File: config.mk
export PLATFORM = sky130hd
export DESIGN_NAME = crf_move_unit
export DESIGN_NICKNAME = d
export VERILOG_FILES = /design/src/rtl/crf_pkg.sv /design/src/rtl/crf_prio_pick.sv /design/src/rtl/crf_write_path.sv /design/src/rtl/crf_read_path.sv /design/src/rtl/crf_move_unit.sv
export SDC_FILE = /design/constraint.sdc
export NUM_CORES = 1
export LEC_CHECK = 0
export BUFFER_PORTS_ARGS = -buffer_cell sky130_fd_sc_hd__buf_2
export CAP_MARGIN = 30
export CORE_UTILIZATION = 49
export DETAILED_ROUTE_END_ITERATION = 10
export GPL_ROUTABILITY_DRIVEN = 0
export MAX_ROUTING_LAYER = met4
export PLACE_DENSITY = 0.82
export SYNTH_ARGS = -nofsm -noshare
export SYNTH_HDL_FRONTEND = slang
export SYNTH_HIERARCHICAL = 1
export SYNTH_SLANG_ARGS = --single-unit
File: constraint.sdc
create_clock -name clk -period 1.97 [get_ports clk]
set_input_delay 0.0985 -clock clk [delete_from_list [all_inputs] [get_ports clk]]
set_output_delay 0.0985 -clock clk [all_outputs]
set_load 0.02 [all_outputs]
File: src/rtl/crf_pkg.sv
package crf_pkg;

  typedef enum logic [2:0] {
    CRF_OP_MASK_WR = 3'd0,
    CRF_OP_ONE_WR  = 3'd1,
    CRF_OP_FLAG_WR = 3'd2,
    CRF_OP_ONE_RD  = 3'd3,
    CRF_OP_ALL_RD  = 3'd4
  } crf_op_e;

  function automatic logic op_is_write(input logic [2:0] op);
    return (op == CRF_OP_MASK_WR) || (op == CRF_OP_ONE_WR) || (op == CRF_OP_FLAG_WR);
  endfunction

endpackage

File: src/rtl/crf_prio_pick.sv
// Picks the lowest-numbered field whose select bit is set.
// With nothing selected it reports the highest field and found = 0.
module crf_prio_pick #(
  parameter int NFLD = 8,
  localparam int IDXW = $clog2(NFLD)
) (
  input  logic [NFLD-1:0] sel,
  output logic [IDXW-1:0] idx,
  output logic            found
);

  always_comb begin
    idx   = IDXW'(NFLD - 1);
    found = 1'b0;
    for (int i = NFLD - 1; i >= 0; i--) begin
      if (sel[i]) begin
        idx   = IDXW'(i);
        found = 1'b1;
      end
    end
  end

endmodule

File: src/rtl/crf_write_path.sv
// Next-state computation for the condition register, one field at a time.
module crf_write_path
  import crf_pkg::*;
#(
  parameter int NFLD = 8,
  parameter int FW   = 4,
  localparam int CRW  = NFLD * FW,
  localparam int IDXW = $clog2(NFLD)
) (
  input  logic [2:0]      op,
  input  logic [CRW-1:0]  cr_cur,
  input  logic [CRW-1:0]  src,
  input  logic [NFLD-1:0] fsel,
  input  logic [IDXW-1:0] pick_idx,
  input  logic [IDXW-1:0] flag_idx,
  input  logic [FW-1:0]   flags,
  output logic [CRW-1:0]  cr_next,
  output logic            wr_en
);

  assign wr_en = op_is_write(op);

  for (genvar n = 0; n < NFLD; n++) begin : g_fld
    localparam int HI = CRW - 1 - FW * n;
    logic          upd;
    logic [FW-1:0] data;

    always_comb begin
      unique case (op)
        CRF_OP_MASK_WR: upd = fsel[n];
        CRF_OP_ONE_WR:  upd = (pick_idx == IDXW'(n));
        CRF_OP_FLAG_WR: upd = (flag_idx == IDXW'(n));
        default:        upd = 1'b0;
      endcase
      data = (op == CRF_OP_FLAG_WR) ? flags : src[HI -: FW];
    end

    assign cr_next[HI -: FW] = upd ? data : cr_cur[HI -: FW];
  end

endmodule

File: src/rtl/crf_read_path.sv
// Result formation for the read operations.
module crf_read_path
  import crf_pkg::*;
#(
  parameter int NFLD = 8,
  parameter int FW   = 4,
  parameter int DW   = 64,
  localparam int CRW  = NFLD * FW,
  localparam int IDXW = $clog2(NFLD)
) (
  input  logic [2:0]      op,
  input  logic [CRW-1:0]  cr_cur,
  input  logic [IDXW-1:0] pick_idx,
  input  logic            found,
  output logic [DW-1:0]   result
);

  logic [CRW-1:0] one_fld;

  for (genvar n = 0; n < NFLD; n++) begin : g_rd
    localparam int HI = CRW - 1 - FW * n;
    assign one_fld[HI -: FW] = (found && pick_idx == IDXW'(n)) ? cr_cur[HI -: FW] : '0;
  end

  always_comb begin
    unique case (op)
      CRF_OP_ONE_RD: result = {{(DW-CRW){1'b0}}, one_fld};
      CRF_OP_ALL_RD: result = {{(DW-CRW){1'b0}}, cr_cur};
      default:       result = '0;
    endcase
  end

endmodule

File: src/rtl/crf_move_unit.sv
// Condition register field move unit: top level.
module crf_move_unit #(
  parameter int NFLD = 8,
  parameter int FW   = 4,
  parameter int DW   = 64,
  localparam int CRW  = NFLD * FW,
  localparam int IDXW = $clog2(NFLD)
) (
  input  logic            clk,
  input  logic            rst,
  input  logic            req_valid,
  output logic            req_ready,
  input  logic [2:0]      req_op,
  input  logic [NFLD-1:0] req_mask,
  input  logic [IDXW-1:0] req_idx,
  input  logic [DW-1:0]   req_src,
  input  logic            flag_ov,
  input  logic            flag_ov32,
  input  logic            flag_ca,
  input  logic            flag_ca32,
  output logic            rsp_valid,
  output logic [DW-1:0]   rsp_data
);

  logic [CRW-1:0]  cr_q;
  logic [CRW-1:0]  cr_d;
  logic            wr_en;
  logic [NFLD-1:0] fsel;
  logic [IDXW-1:0] pick_idx;
  logic            found;
  logic [FW-1:0]   flags;
  logic            unused_src_hi;

  // Mask bit 0 (MSB-0) is the top port bit; re-index so fsel[n] means field n.
  for (genvar n = 0; n < NFLD; n++) begin : g_sel
    assign fsel[n] = req_mask[NFLD-1-n];
  end

  assign flags         = {flag_ov, flag_ov32, flag_ca, flag_ca32};
  assign unused_src_hi = ^req_src[DW-1:CRW];

  crf_prio_pick #(.NFLD(NFLD)) u_pick (
    .sel   (fsel),
    .idx   (pick_idx),
    .found (found)
  );

  crf_write_path #(.NFLD(NFLD), .FW(FW)) u_wr (
    .op       (req_op),
    .cr_cur   (cr_q),
    .src      (req_src[CRW-1:0]),
    .fsel     (fsel),
    .pick_idx (pick_idx),
    .flag_idx (req_idx),
    .flags    (flags),
    .cr_next  (cr_d),
    .wr_en    (wr_en)
  );

  crf_read_path #(.NFLD(NFLD), .FW(FW), .DW(DW)) u_rd (
    .op       (req_op),
    .cr_cur   (cr_q),
    .pick_idx (pick_idx),
    .found    (found),
    .result   (rsp_data)
  );

  always_ff @(posedge clk) begin
    if (rst)                     cr_q <= '0;
    else if (req_valid && wr_en) cr_q <= cr_d;
  end

  assign req_ready = 1'b1;
  assign rsp_valid = req_valid;

endmodule

# Word-level counts from Yosys, hierarchy flattened

Index checks and enable logic that the tools add are counted.
Widths: inputs -> output; s select.

Register bits after elaboration: 32
Bits in latches: 0
RAM bits: 0
Bits in read-only memories: 0
Output and inout bits: 66
Word-level logic and storage cells: 88
Memories kept: 0

$add $sub $neg: 0
Multipliers: 0
Div/mod/pow operators: 0
$lt $le $gt $ge: 0
Equality and inequality tests: 18
Shift-type cells: 0
Mux-type cells: 40
Bitwise gates (word level): 0
Reductions and logical operators: 22

Operators with widths:

| cell               | count |
|---|---|
| $mux 4             | 16 |
| $pmux 32 s2        | 1 |
| $eq 3x3->1 const B | 9 |
| $pmux 1 s3         | 8 |
| $eq 3x2->1 const B | 6 |
| $reduce_and 2->1   | 8 |
| $mux 3             | 4 |
| $eq 3x1->1 const B | 3 |
| $logic_and 1x1->1  | 9 |
| $logic_not 3->1    | 3 |
| $mux 1             | 9 |
| $mux 2             | 2 |
| $logic_or 1x1->1   | 2 |

# Depth between registers and ports, before layout

Gate-level depths: netlist of the first run.

Depth after elaboration: 11
Gate-level depth with buffers: 9
Depth with buffers taken out: 9

# By module

Netlist of the first run, hierarchy kept.

Modules (own cells, without submodules):

| module         | instances | cells an instance | area an instance (µm²) | sequential area each (µm²) |
|---|---|---|---|---|
| crf_move_unit  | 1         | 148               | 1,541.5                | 640.6 |
| crf_read_path  | 1         | 115               | 1,028.5                | 0.0 |
| crf_write_path | 1         | 145               | 920.9                  | 0.0 |
| crf_prio_pick  | 1         | 11                | 61.3                   | 0.0 |

# Least setup slack after synthesis of the first run

Ideal clock, no wire load.

Path type: input to register
Start: in req_mask[2]
End: reg cr_q[28]
Setup time: 0.066 ns
Arrival time: 1.710 ns
Required time: 1.904 ns
Path slack: 0.194 ns
Stages on the path: 9
Path buffers: 0
Cells stage by stage: nor2_1 nor3_1 nor3_1 nor2_1 a22o_1 a31oi_2 mux2i_1 nand3_1 a21oi_2

Cells in the longest elaborated chain, start to end: 9

RTL lines:

| element                           | RTL line             | text |
|---|---|---|
| from (decl)                       | crf_move_unit.sv:14  | `input logic [NFLD-1:0] req_mask,` |
| $mux 2 (2 in series)              | crf_prio_pick.sv:16  | `if (sel[i]) begin` |
| $mux 3 (4 in series)              | crf_prio_pick.sv:16  |  |
| via pick_idx[1]                   | crf_move_unit.sv:29  | `logic [IDXW-1:0] pick_idx;` |
| $logic_not 3->1                   | crf_write_path.sv:31 | `CRF_OP_ONE_WR: upd = (pick_idx == IDXW'(n));` |
| $pmux 1 s3                        | crf_write_path.sv:29 | `unique case (op)` |
| $reduce_and 2->1 (no source line) | --                   |  |
| to (signal assigned)              | crf_move_unit.sv:70  | `else if (req_valid && wr_en) cr_q <= cr_d;` |
| to (decl)                         | crf_move_unit.sv:25  | `logic [CRW-1:0] cr_q;` |

The timed path passes the listed nets, and every way through them passes these cells.
A chain may end at the register's enable or synchronous reset.

# Worst setup path in the final report of the first run

Start: in req_mask[7]
End: out rsp_data[24]

Cells in the longest elaborated chain, start to end: 5
Elaborated cells between the ends (all ways): 6
Classes of those cells: 1 x eq/ne; 4 x mux; 1 x reduce/logical

RTL lines:

| element           | RTL line            | text |
|---|---|---|
| $mux 3            | crf_prio_pick.sv:16 |  |
| via pick_idx[2]   | crf_move_unit.sv:29 |  |
| $eq 3x1->1        | crf_read_path.sv:22 | `assign one_fld[HI -: FW] = (found && pick_idx == IDXW'(n)) ? cr_cur[HI -: FW] : '0;` |
| $logic_and 1x1->1 | crf_read_path.sv:22 |  |
| $mux 4            | crf_read_path.sv:22 |  |
| $pmux 32 s2       | crf_read_path.sv:26 | `unique case (op)` |
| to (decl)         | crf_move_unit.sv:22 | `output logic [DW-1:0] rsp_data` |

The timed path passes the listed nets, and every way through them passes these cells.

==> results.py, run 1 <==
metrics = {
    "setup_path": {
        "crit_required_ps": 1870,
        "critPathArrivalTime_ps": 1770,
        "worst_path_most_repeated_cell": "buf_2",
        "rrSetupSlack_ps": 1040,
        "max_stage_delay_ps": 400,
        "cp_num_buf_inv": 4,
        "critPathSlowestCell": "nor4_4",
        "path_cells": "buf_2 > nor4_4 > buf_4 > nand3_1 > buf_6 > or4bb_1 > o2bb2ai_1 > buf_2",
        "path_class": "input pin to output pin",
        "regToRegStartpoint": "cr_q[23]$_SDFFE_PP0P_",
        "worstSetupEndpointType": "output pin",
        "rr_worst_depth": 4,
        "r2r-end": "cr_q[23]$_SDFFE_PP0P_",
        "crit_path_start_kind": "input pin",
        "cp_top_family": "buffers and inverters",
        "critPathMaxFanout": 32,
    },
    "layout": {
        "fin_area_sq_mm": 0.004001,
        "antenna_cells": 0,
        "utilization": 0.5793,
        "largest_register_ff_count": 32,
        "final_nets": 579,
        "final_layout_size_suffix_gt1_frac": 0.3596,
        "final_cells": 591,
        "area_delta_synth_final_pct": 12.65,
        "top_regs": "cr_q x32",
        "fill_cells": 639,
        "largest_register": "cr_q",
    },
    "cts": {
        "clk_path_buf_depth": 2,
        "cts-hold-fix-buffers": 0,
        "clk_pin_slew_worst_paths_ps": 70,
        "numCtsBuffers": 5,
        "cts.sinks": 32,
        "ctsResizeCount": 0,
        "post_cts_buffers": 0,
        "htreeDepth": 2,
        "cts-root-buf": "clkbuf_8",
        "clk_latency_ps": 280,
        "cts_tree": "built",
    },
    "sta": {
        "hold_violations": 0,
        "fin_ws_ps": 99.39,
        "tns_ps": 0,
        "slew_viol_final": 0,
        "setup_violations": 0,
        "max_clock_freq_mhz": 534.6,
        "period_needed_ps": 1871,
        "rsz0062_at_grt": "no",
        "timing.hold.ws_ps": 253.7,
        "finClkSkew_ps": 0,
        "relSlewSlack": 0.6255,
        "tightest_slew_ps": 560.3,
        "timing.final.crit_share": 0.9495,
    },
    "grt": {
        "track_usage": 0.2742,
        "antenna_found_initial": 0,
        "grt_max_degree": 65,
        "grt_pass1_vias": 3213,
        "grt_pass1_wl_um": 15770,
        "grt.overflow.total": 0,
    },
    "hold_path": {
        "worstHoldEndpoint": "cr_q[29]$_SDFFE_PP0P_",
        "hold_class": "input pin to register",
        "hp-start": "req_src[29]",
        "whs_path_depth": 5,
    },
    "floorplan": {
        "initial_core_util": 0.5143,
        "coreArea_sq_mm": 0.006907,
        "die_height_um": 87.14,
        "die_w_um": 87.14,
        "rows": 30,
        "ios": 151,
        "die_area_sq_mm": 0.007593,
    },
    "place": {
        "place_area_sq_mm": 0.003905,
        "dp_hpwl_um": 6902,
        "pre_cts_ws_ps": 9.641,
        "port_buffers": 85,
        "dp_cells": 583,
    },
    "detailed_routing": {
        "wl_met2_um": 4743,
        "vias": 3460,
        "drt_iter0_drc": 332,
        "wl_per_cell_um": 17.11,
        "via_per_inst": 5.854,
        "first_pass_iters": 4,
        "wl_met1_um": 4410,
        "dr_wl_met3_um": 817,
        "drt-total-wl_um": 10110,
        "route.detailed.drc": 0,
        "top_layer_used": "met4",
        "ant_nets": 0,
    },
    "yosys": {
        "synth_seq_cells": 32,
        "ys_seq_area_frac": 0.1803,
        "synth_area_sq_mm": 0.003552,
        "syn_area_per_cell_sq_um": 8.478,
        "syn_inst": 419,
        "synth_flop_cell": "dfxtp_1",
        "yosys.cell_types.count": 39,
        "synth_edf_count": 0,
        "async_reset_ff_frac": 0,
        "ys.warnings.count": 6,
    },
    "power_and_ir_drop": {
        "finalPower_mw": 1.642,
        "leakage_nw": 1.495,
        "ir_drop_uv": 309.8,
        "p_per_area_mw_per_mm2": 410.2,
    },
    "flow_run": {
        "maxCapViolCount": 0,
    },
    "run_status": {
        "outcome": "finished clean",
    },
}
## Yosys cell counts (2+ instances only)
library cell,number,area share
a21bo_2,4,0.011
buf_4,42,0.089
clkbuf_1,3,0.0032
a21oi_2,28,0.069
nand3b_1,2,0.0042
nor2_1,4,0.0042
buf_6,12,0.038
inv_1,42,0.044
a32oi_1,3,0.0074
o21ai_2,7,0.017
nor4b_1,2,0.0049
a21bo_1,28,0.079
nand4_1,8,0.014
nor2_2,4,0.0070
or4bb_1,3,0.0095
nor3_1,3,0.0042
dfxtp_1,32,0.18
mux2i_1,32,0.090
buf_2,12,0.017
nand3_1,33,0.046
o2bb2ai_1,22,0.054
conb_1,2,0.0021
nand4bb_1,6,0.019
a21oi_1,39,0.055
nand2_1,7,0.0074
nand4b_1,16,0.039
o2bb2ai_2,10,0.042
clkbuf_2,2,0.0028
## worst max-delay path by stage
stage                startpoint               endpoint  slack (ps)  cells after the start
finish              req_mask[7]           rsp_data[24]         100                      8
global placement    req_mask[7]   cr_q[5]$_SDFFE_PP0P_          90                      8
CTS                 req_mask[7]           rsp_data[24]          80                      8
detailed placement  req_mask[7]   cr_q[2]$_SDFFE_PP0P_          10                      8
floorplan           req_mask[2]  cr_q[28]$_SDFFE_PP0P_         190                      9
global route        req_mask[4]           rsp_data[24]          20                      8
## where the power goes
group | internal, mW | switching (mW)
registers | 0.653 | 0.00685
clock network | 0.279 | 0.260
logic | 0.148 | 0.295
total | 1.08 | 0.562
## metal layers
metal  global-route usage  up-vias
li1                     -     1612
met1               0.3528     1634
met2               0.4424      196
met3              0.05118       18
met4              0.07154        0
met5                    -        -
## final cells by class
class / count / area (sq um) / share of cell area
clock buffer: 6 / 82.58 / 0.02064
clock inverter: 2 / 10.01 / 0.002502
inverter: 42 / 157.7 / 0.03940
multi-input combinational: 305 / 2364 / 0.5907
sequential: 32 / 640.6 / 0.1601
tap: 96 / 120.1 / 0.03002
timing repair buffer: 108 / 626.9 / 0.1567
## placed cells by master, fill, tap and decap left out, types with 4 or more instances in the layout
| master | synthesis | routed |
|---|---|---|
| nor2_1 | 4 | 4 |
| nand3_1 | 33 | 33 |
| dfxtp_1 | 32 | 32 |
| clkbuf_8 | 0 | 6 |
| nand4bb_1 | 6 | 6 |
| buf_4 | 42 | 20 |
| conb_1 | 2 | 33 |
| o21ai_2 | 7 | 7 |
| a21oi_1 | 39 | 38 |
| nand2_1 | 7 | 7 |
| nand4_1 | 8 | 8 |
| o2bb2ai_2 | 10 | 10 |
| buf_2 | 12 | 85 |
| o2bb2ai_1 | 22 | 22 |
| a21oi_2 | 28 | 28 |
| mux2i_1 | 32 | 32 |
| nand4b_1 | 16 | 16 |
| a21bo_2 | 4 | 4 |
| inv_1 | 42 | 42 |
| nor2_2 | 4 | 4 |
| a21bo_1 | 28 | 28 |
## cell families (layout without fill, tap and decap cells)
logic type / after synthesis / in the layout / share of synthesized area
other cells: 2 / 33 / 0.002114
buf+inv: 113 / 158 / 0.1941
mux: 32 / 32 / 0.09017
simple gates: 94 / 94 / 0.1839
compound gates: 146 / 146 / 0.3494
flops: 32 / 32 / 0.1803
## worst reg2reg max path, cell delays in order, from the launching register on
cell and delay, ps:
dfxtp_1 400, inv_1 90, mux2i_1 150, nand3_1 100
a21oi_2 130
(Power assumes the default switching activity.)
==> run 2: changes to the inputs <==
Clock period 1.97 ns to 1.75 ns, I/O delays scaled along.
==> run 2 against run 1 <==
  * Flip-flop and latch count did not move
  * First-iteration DRC count fell by 20%
  * Wire length is 2.4% higher
  * Register-to-register slack lost 200 ps
  * Setup slack worse by 75 ps
  * Cell count rose by 2.7%
  * Non-clock buffer count rose by 17
  * Utilization increased by 3.4 points
==> results.py, run 2 (synthesis gave the netlist of run 1 again) <==
metrics = {
    "run_status": {
        "outcome": "finished clean",
    },
    "layout": {
        "top_regs": "cr_q x32",
        "final_cells": 607,
        "final_layout_size_suffix_gt1_frac": 0.3894,
        "largest_register_ff_count": 32,
        "largest_register": "cr_q",
        "area_delta_synth_final_pct": 19.27,
        "layout_common_cells": "78 x buf_2, 42 x inv_1, 38 x a21oi_1, 38 x buf_4",
        "fin_area_sq_mm": 0.004237,
        "mostFrequentLayoutCell": "buf_2",
        "antenna_cells": 0,
        "final_nets": 596,
        "utilization": 0.6134,
    },
    "floorplan": {
        "rows": 30,
        "initial_core_util": 0.5143,
        "ios": 151,
        "coreArea_sq_mm": 0.006907,
        "die_height_um": 87.14,
        "die_area_sq_mm": 0.007593,
        "die_w_um": 87.14,
    },
    "sta": {
        "hold_violations": 0,
        "setup_violations": 0,
        "timing.final.crit_share": 0.9859,
        "finClkSkew_ps": 0,
        "slew_viol_final": 0,
        "max_clock_freq_mhz": 579.6,
        "rsz0062_at_grt": "yes",
        "timing.hold.ws_ps": 175.1,
        "period_needed_ps": 1725,
    },
    "cts": {
        "cts-root-buf": "clkbuf_8",
        "clk_latency_ps": 290,
        "cts.sinks": 32,
        "htreeDepth": 2,
        "clk_path_buf_depth": 2,
        "numCtsBuffers": 5,
        "clk_pin_slew_worst_paths_ps": 70,
        "cts_tree": "built",
    },
    "detailed_routing": {
        "ant_nets": 0,
        "route.detailed.drc": 0,
        "drt_iter0_drc": 266,
        "drt-total-wl_um": 10360,
        "via_per_inst": 5.839,
        "vias": 3544,
        "wl_per_cell_um": 17.07,
        "first_pass_iters": 4,
    },
    "power_and_ir_drop": {
        "p_int_mw": 1.203,
        "finalPower_mw": 1.848,
        "p_sw_mw": 0.6449,
        "combPwrFrac": 0.294,
        "power_frac_seq": 0.402,
        "leakage_nw": 1.603,
        "ir_drop_uv": 273.2,
        "p_per_area_mw_per_mm2": 436.3,
        "sw_frac_of_total": 0.3489,
        "clkPwrFrac": 0.304,
    },
    "setup_path": {
        "critPathArrivalTime_ps": 1640,
        "crit_required_ps": 1660,
        "critPathMaxFanout": 11,
        "crit_path_start_kind": "input pin",
        "rr_worst_depth": 4,
        "worstSetupEndpointType": "output pin",
        "path_class": "input pin to output pin",
    },
    "place": {
        "port_buffers": 85,
        "dp_cells": 597,
        "place_area_sq_mm": 0.004066,
        "dp_hpwl_um": 7332,
    },
    "hold_path": {
        "whs_path_depth": 2,
        "hold_class": "input pin to register",
    },
    "grt": {
        "grt_pass1_vias": 3392,
        "antenna_found_initial": 0,
        "grt_max_degree": 66,
        "grt.overflow.total": 0,
        "grt_pass1_wl_um": 16060,
        "track_usage": 0.2775,
    },
    "flow_run": {
        "maxCapViolCount": 0,
    },
}
run 2: cell types whose count changed in the layout (fill, tap and decap cells not counted), moves of 2 or more:
cell       previous run  this run
buf_12                2         6
buf_2                85        78
buf_4                20        38
buf_6                 1         3
nor2_1                4         2
o2bb2ai_1            22        19
o2bb2ai_2            10        13
run 2: per-layer routing:
layer | wire length (um) | global-route usage | part of all wire
met1 | 4490 | 0.3674 | 0.43
met2 | 4904 | 0.4431 | 0.47
met3 | 840 | 0.02654 | 0.081
met5 | 0 | - | 0
met4 | 125 | 0.09538 | 0.012
run 2: cell type report:
class	count	area (sq um)
fillers	623	2670
well taps	96	120.1
repair buffers	125	829.5
inverters	42	157.7
multi-input cells	305	2411
clock inverters	1	5.005
flip-flops and latches	32	640.6
clock buffers	6	72.57
run 2: final timing paths:
kind / from / end / slack [ps]
min: rst / cr_q[7]$_SDFFE_PP0P_ / 180
max: req_mask[6] / rsp_data[10] / 20
max reg2reg: cr_q[19]$_SDFFE_PP0P_ / cr_q[19]$_SDFFE_PP0P_ / 840
min reg2reg: cr_q[20]$_SDFFE_PP0P_ / cr_q[20]$_SDFFE_PP0P_ / 610
run 2: critical path, cell delays in order:
cell and delay (ps):
buf_2 150, inv_1 60, a21oi_1 140, o31a_1 320, buf_4 170, nand4b_2 120
buf_6 190, o2bb2ai_1 210, buf_4 180
run 2: power groups by stage:
stage | sequential, mW | clock [mW] | combinational (mW)
6_report | 0.743 | 0.562 | 0.543
5_1_grt | 0.744 | 0.603 | 0.579
4_1_cts | 0.743 | 0.569 | 0.520
3_5_place_dp | 0.760 | 0 | 0.518
3_3_place_gp | 0.759 | 0 | 0.505
2_1_floorplan | 0.757 | 0 | 0.405
run 2: per-stage QoR:
stage               setup slack [ps]  TNS (ps)
floorplan                      114.6         0
global placement              -87.94    -649.4
detailed placement            -181.9     -2196
CTS                            22.92         0
global route                  -41.73    -313.3
finish                         24.76         0
run 2: what timing repair did:
action                     4_1_cts  5_1_grt
setup endpoints to repair        0       31
resized for setup                0       18
buffers inserted                 0        3
hold buffers                     0        0
==> run 3: changes to the inputs <==
Settings changed: CORE_ASPECT_RATIO from default to 1.2.
==> run 3 against run 2 <==
  * Sequential power about the same
  * Utilization is 1.1 points lower
  * Cell area decreased by 1.4%
  * First-iteration DRC count shrank 19%
  * Cell count shrank 0.99%
  * Critical path depth is 2 lower
  * Critical endpoint is now rsp_data[11]
  * Largest cell class unchanged
==> results.py, run 3 (synthesis gave the netlist of run 1 again) <==
metrics = {
    "floorplan": {
        "die_height_um": 95.27,
        "initial_core_util": 0.5121,
        "rows": 33,
        "ios": 151,
        "coreArea_sq_mm": 0.006937,
        "die_w_um": 79.73,
        "die_area_sq_mm": 0.007595,
    },
    "cts": {
        "clk_latency_ps": 290,
        "cts-root-buf": "clkbuf_8",
        "cts_tree": "built",
        "htreeDepth": 2,
        "numCtsBuffers": 5,
        "clk_path_buf_depth": 2,
        "clk_pin_slew_worst_paths_ps": 70,
        "cts-hold-fix-buffers": 0,
        "cts.sinks": 32,
    },
    "grt": {
        "grt.overflow.total": 0,
        "antenna_found_initial": 0,
        "track_usage": 0.2713,
        "grt_pass1_wl_um": 15410,
        "grt_pass1_vias": 3102,
        "grt_max_degree": 41,
    },
    "detailed_routing": {
        "first_pass_iters": 5,
        "route.detailed.drc": 0,
        "ant_nets": 0,
        "drt-total-wl_um": 10160,
        "vias": 3558,
        "wl_per_cell_um": 16.90,
        "via_per_inst": 5.920,
        "drt_iter0_drc": 216,
    },
    "run_status": {
        "outcome": "finished clean",
    },
    "layout": {
        "utilization": 0.6025,
        "final_cells": 601,
        "mostFrequentLayoutCell": "buf_2",
        "top_regs": "cr_q x32",
        "largest_register": "cr_q",
        "largest_register_ff_count": 32,
        "layout_common_cells": "84 x buf_2, 42 x inv_1, 38 x a21oi_1, 38 x buf_4",
        "fin_area_sq_mm": 0.004179,
        "final_nets": 598,
        "final_layout_size_suffix_gt1_frac": 0.3891,
        "antenna_cells": 0,
        "area_delta_synth_final_pct": 17.65,
        "fill_cells": 613,
    },
    "setup_path": {
        "worstSetupEndpointType": "output pin",
        "regToRegStartpoint": "cr_q[5]$_SDFFE_PP0P_",
        "crit_path_start": "req_mask[7]",
        "critPathArrivalTime_ps": 1640,
        "rrSetupSlack_ps": 800,
        "rr_worst_depth": 4,
        "crit_path_start_kind": "input pin",
        "r2r-end": "cr_q[5]$_SDFFE_PP0P_",
        "crit_required_ps": 1660,
        "path_class": "input pin to output pin",
        "critPathMaxFanout": 32,
    },
    "sta": {
        "timing.final.crit_share": 0.9867,
        "finClkSkew_ps": 0,
        "setup_violations": 0,
        "max_clock_freq_mhz": 579.1,
        "hold_violations": 0,
        "period_needed_ps": 1727,
        "tns_ps": 0,
        "timing.hold.ws_ps": 85.32,
        "fin_ws_ps": 23.25,
        "slew_viol_final": 0,
    },
    "flow_run": {
        "maxCapViolCount": 0,
    },
    "place": {
        "dp_cells": 590,
        "dp_hpwl_um": 6962,
        "pre_cts_ws_ps": -117.9,
        "place_area_sq_mm": 0.004039,
        "port_buffers": 85,
    },
    "power_and_ir_drop": {
        "finalPower_mw": 1.891,
        "ir_drop_uv": 482.8,
        "leakage_nw": 1.613,
        "p_per_area_mw_per_mm2": 452.5,
    },
    "hold_path": {
        "hp-start": "rst",
        "worstHoldEndpoint": "cr_q[11]$_SDFFE_PP0P_",
        "whs_path_depth": 2,
        "hold_class": "input pin to register",
    },
}
==> run 3: changes by cell type in the layout (fill, tap and decap cells not counted), sizes merged <==
cell / before / now
clkinv: 1 / 2
buf: 125 / 127
==> run 3: layout make-up <==
cell class                 instances  area (sq um)  share of cell area
inverter                          42         157.7             0.03772
sequential                        32         640.6              0.1533
multi-input combinational        305          2382              0.5701
timing repair buffer             127         797.0              0.1907
clock buffer                       6         82.58             0.01976
tap                               87         108.9             0.02605
clock inverter                     2         10.01            0.002395
==> run 3: worst max path at each step <==
stage	depth (start not counted)	slack, ps	endpoint
6_report	7	20	rsp_data[11]
2_1_floorplan	7	110	cr_q[1]$_SDFFE_PP0P_
3_3_place_gp	8	-30	cr_q[27]$_SDFFE_PP0P_
3_5_place_dp	8	-120	cr_q[26]$_SDFFE_PP0P_
5_1_grt	12	-20	cr_q[8]$_SDFFE_PP0P_
4_1_cts	9	10	rsp_data[0]
==> run 3: report_power, final <==
group / internal, mW / leakage, nW / switching (mW) / total (mW)
Combinational: 0.195 / 1.30 / 0.338 / 0.533
Clock: 0.314 / 0.0510 / 0.301 / 0.615
Sequential: 0.735 / 0.258 / 0.00783 / 0.743
==> run 3: timing repair <==
item,4_1_cts,5_1_grt
hold endpoints to repair,0,0
buffers inserted,0,3
setup endpoints to repair,0,29
gates resized for setup,0,5
==> run 3: worst max-delay path, cell delays in order <==
cell	delay, ps
buf_2	140
nor4_4	340
buf_4	180
buf_4	300
nand4b_1	160
o2bb2ai_1	220
buf_2	200
==> run 3: routing by layer <==
metal,vias up,share of wire,track usage
met1,1666,0.42,0.3445
met3,25,0.082,0.03732
met4,0,0.026,0.1045
li1,1646,-,-
met5,-,0,-
met2,221,0.47,0.4338
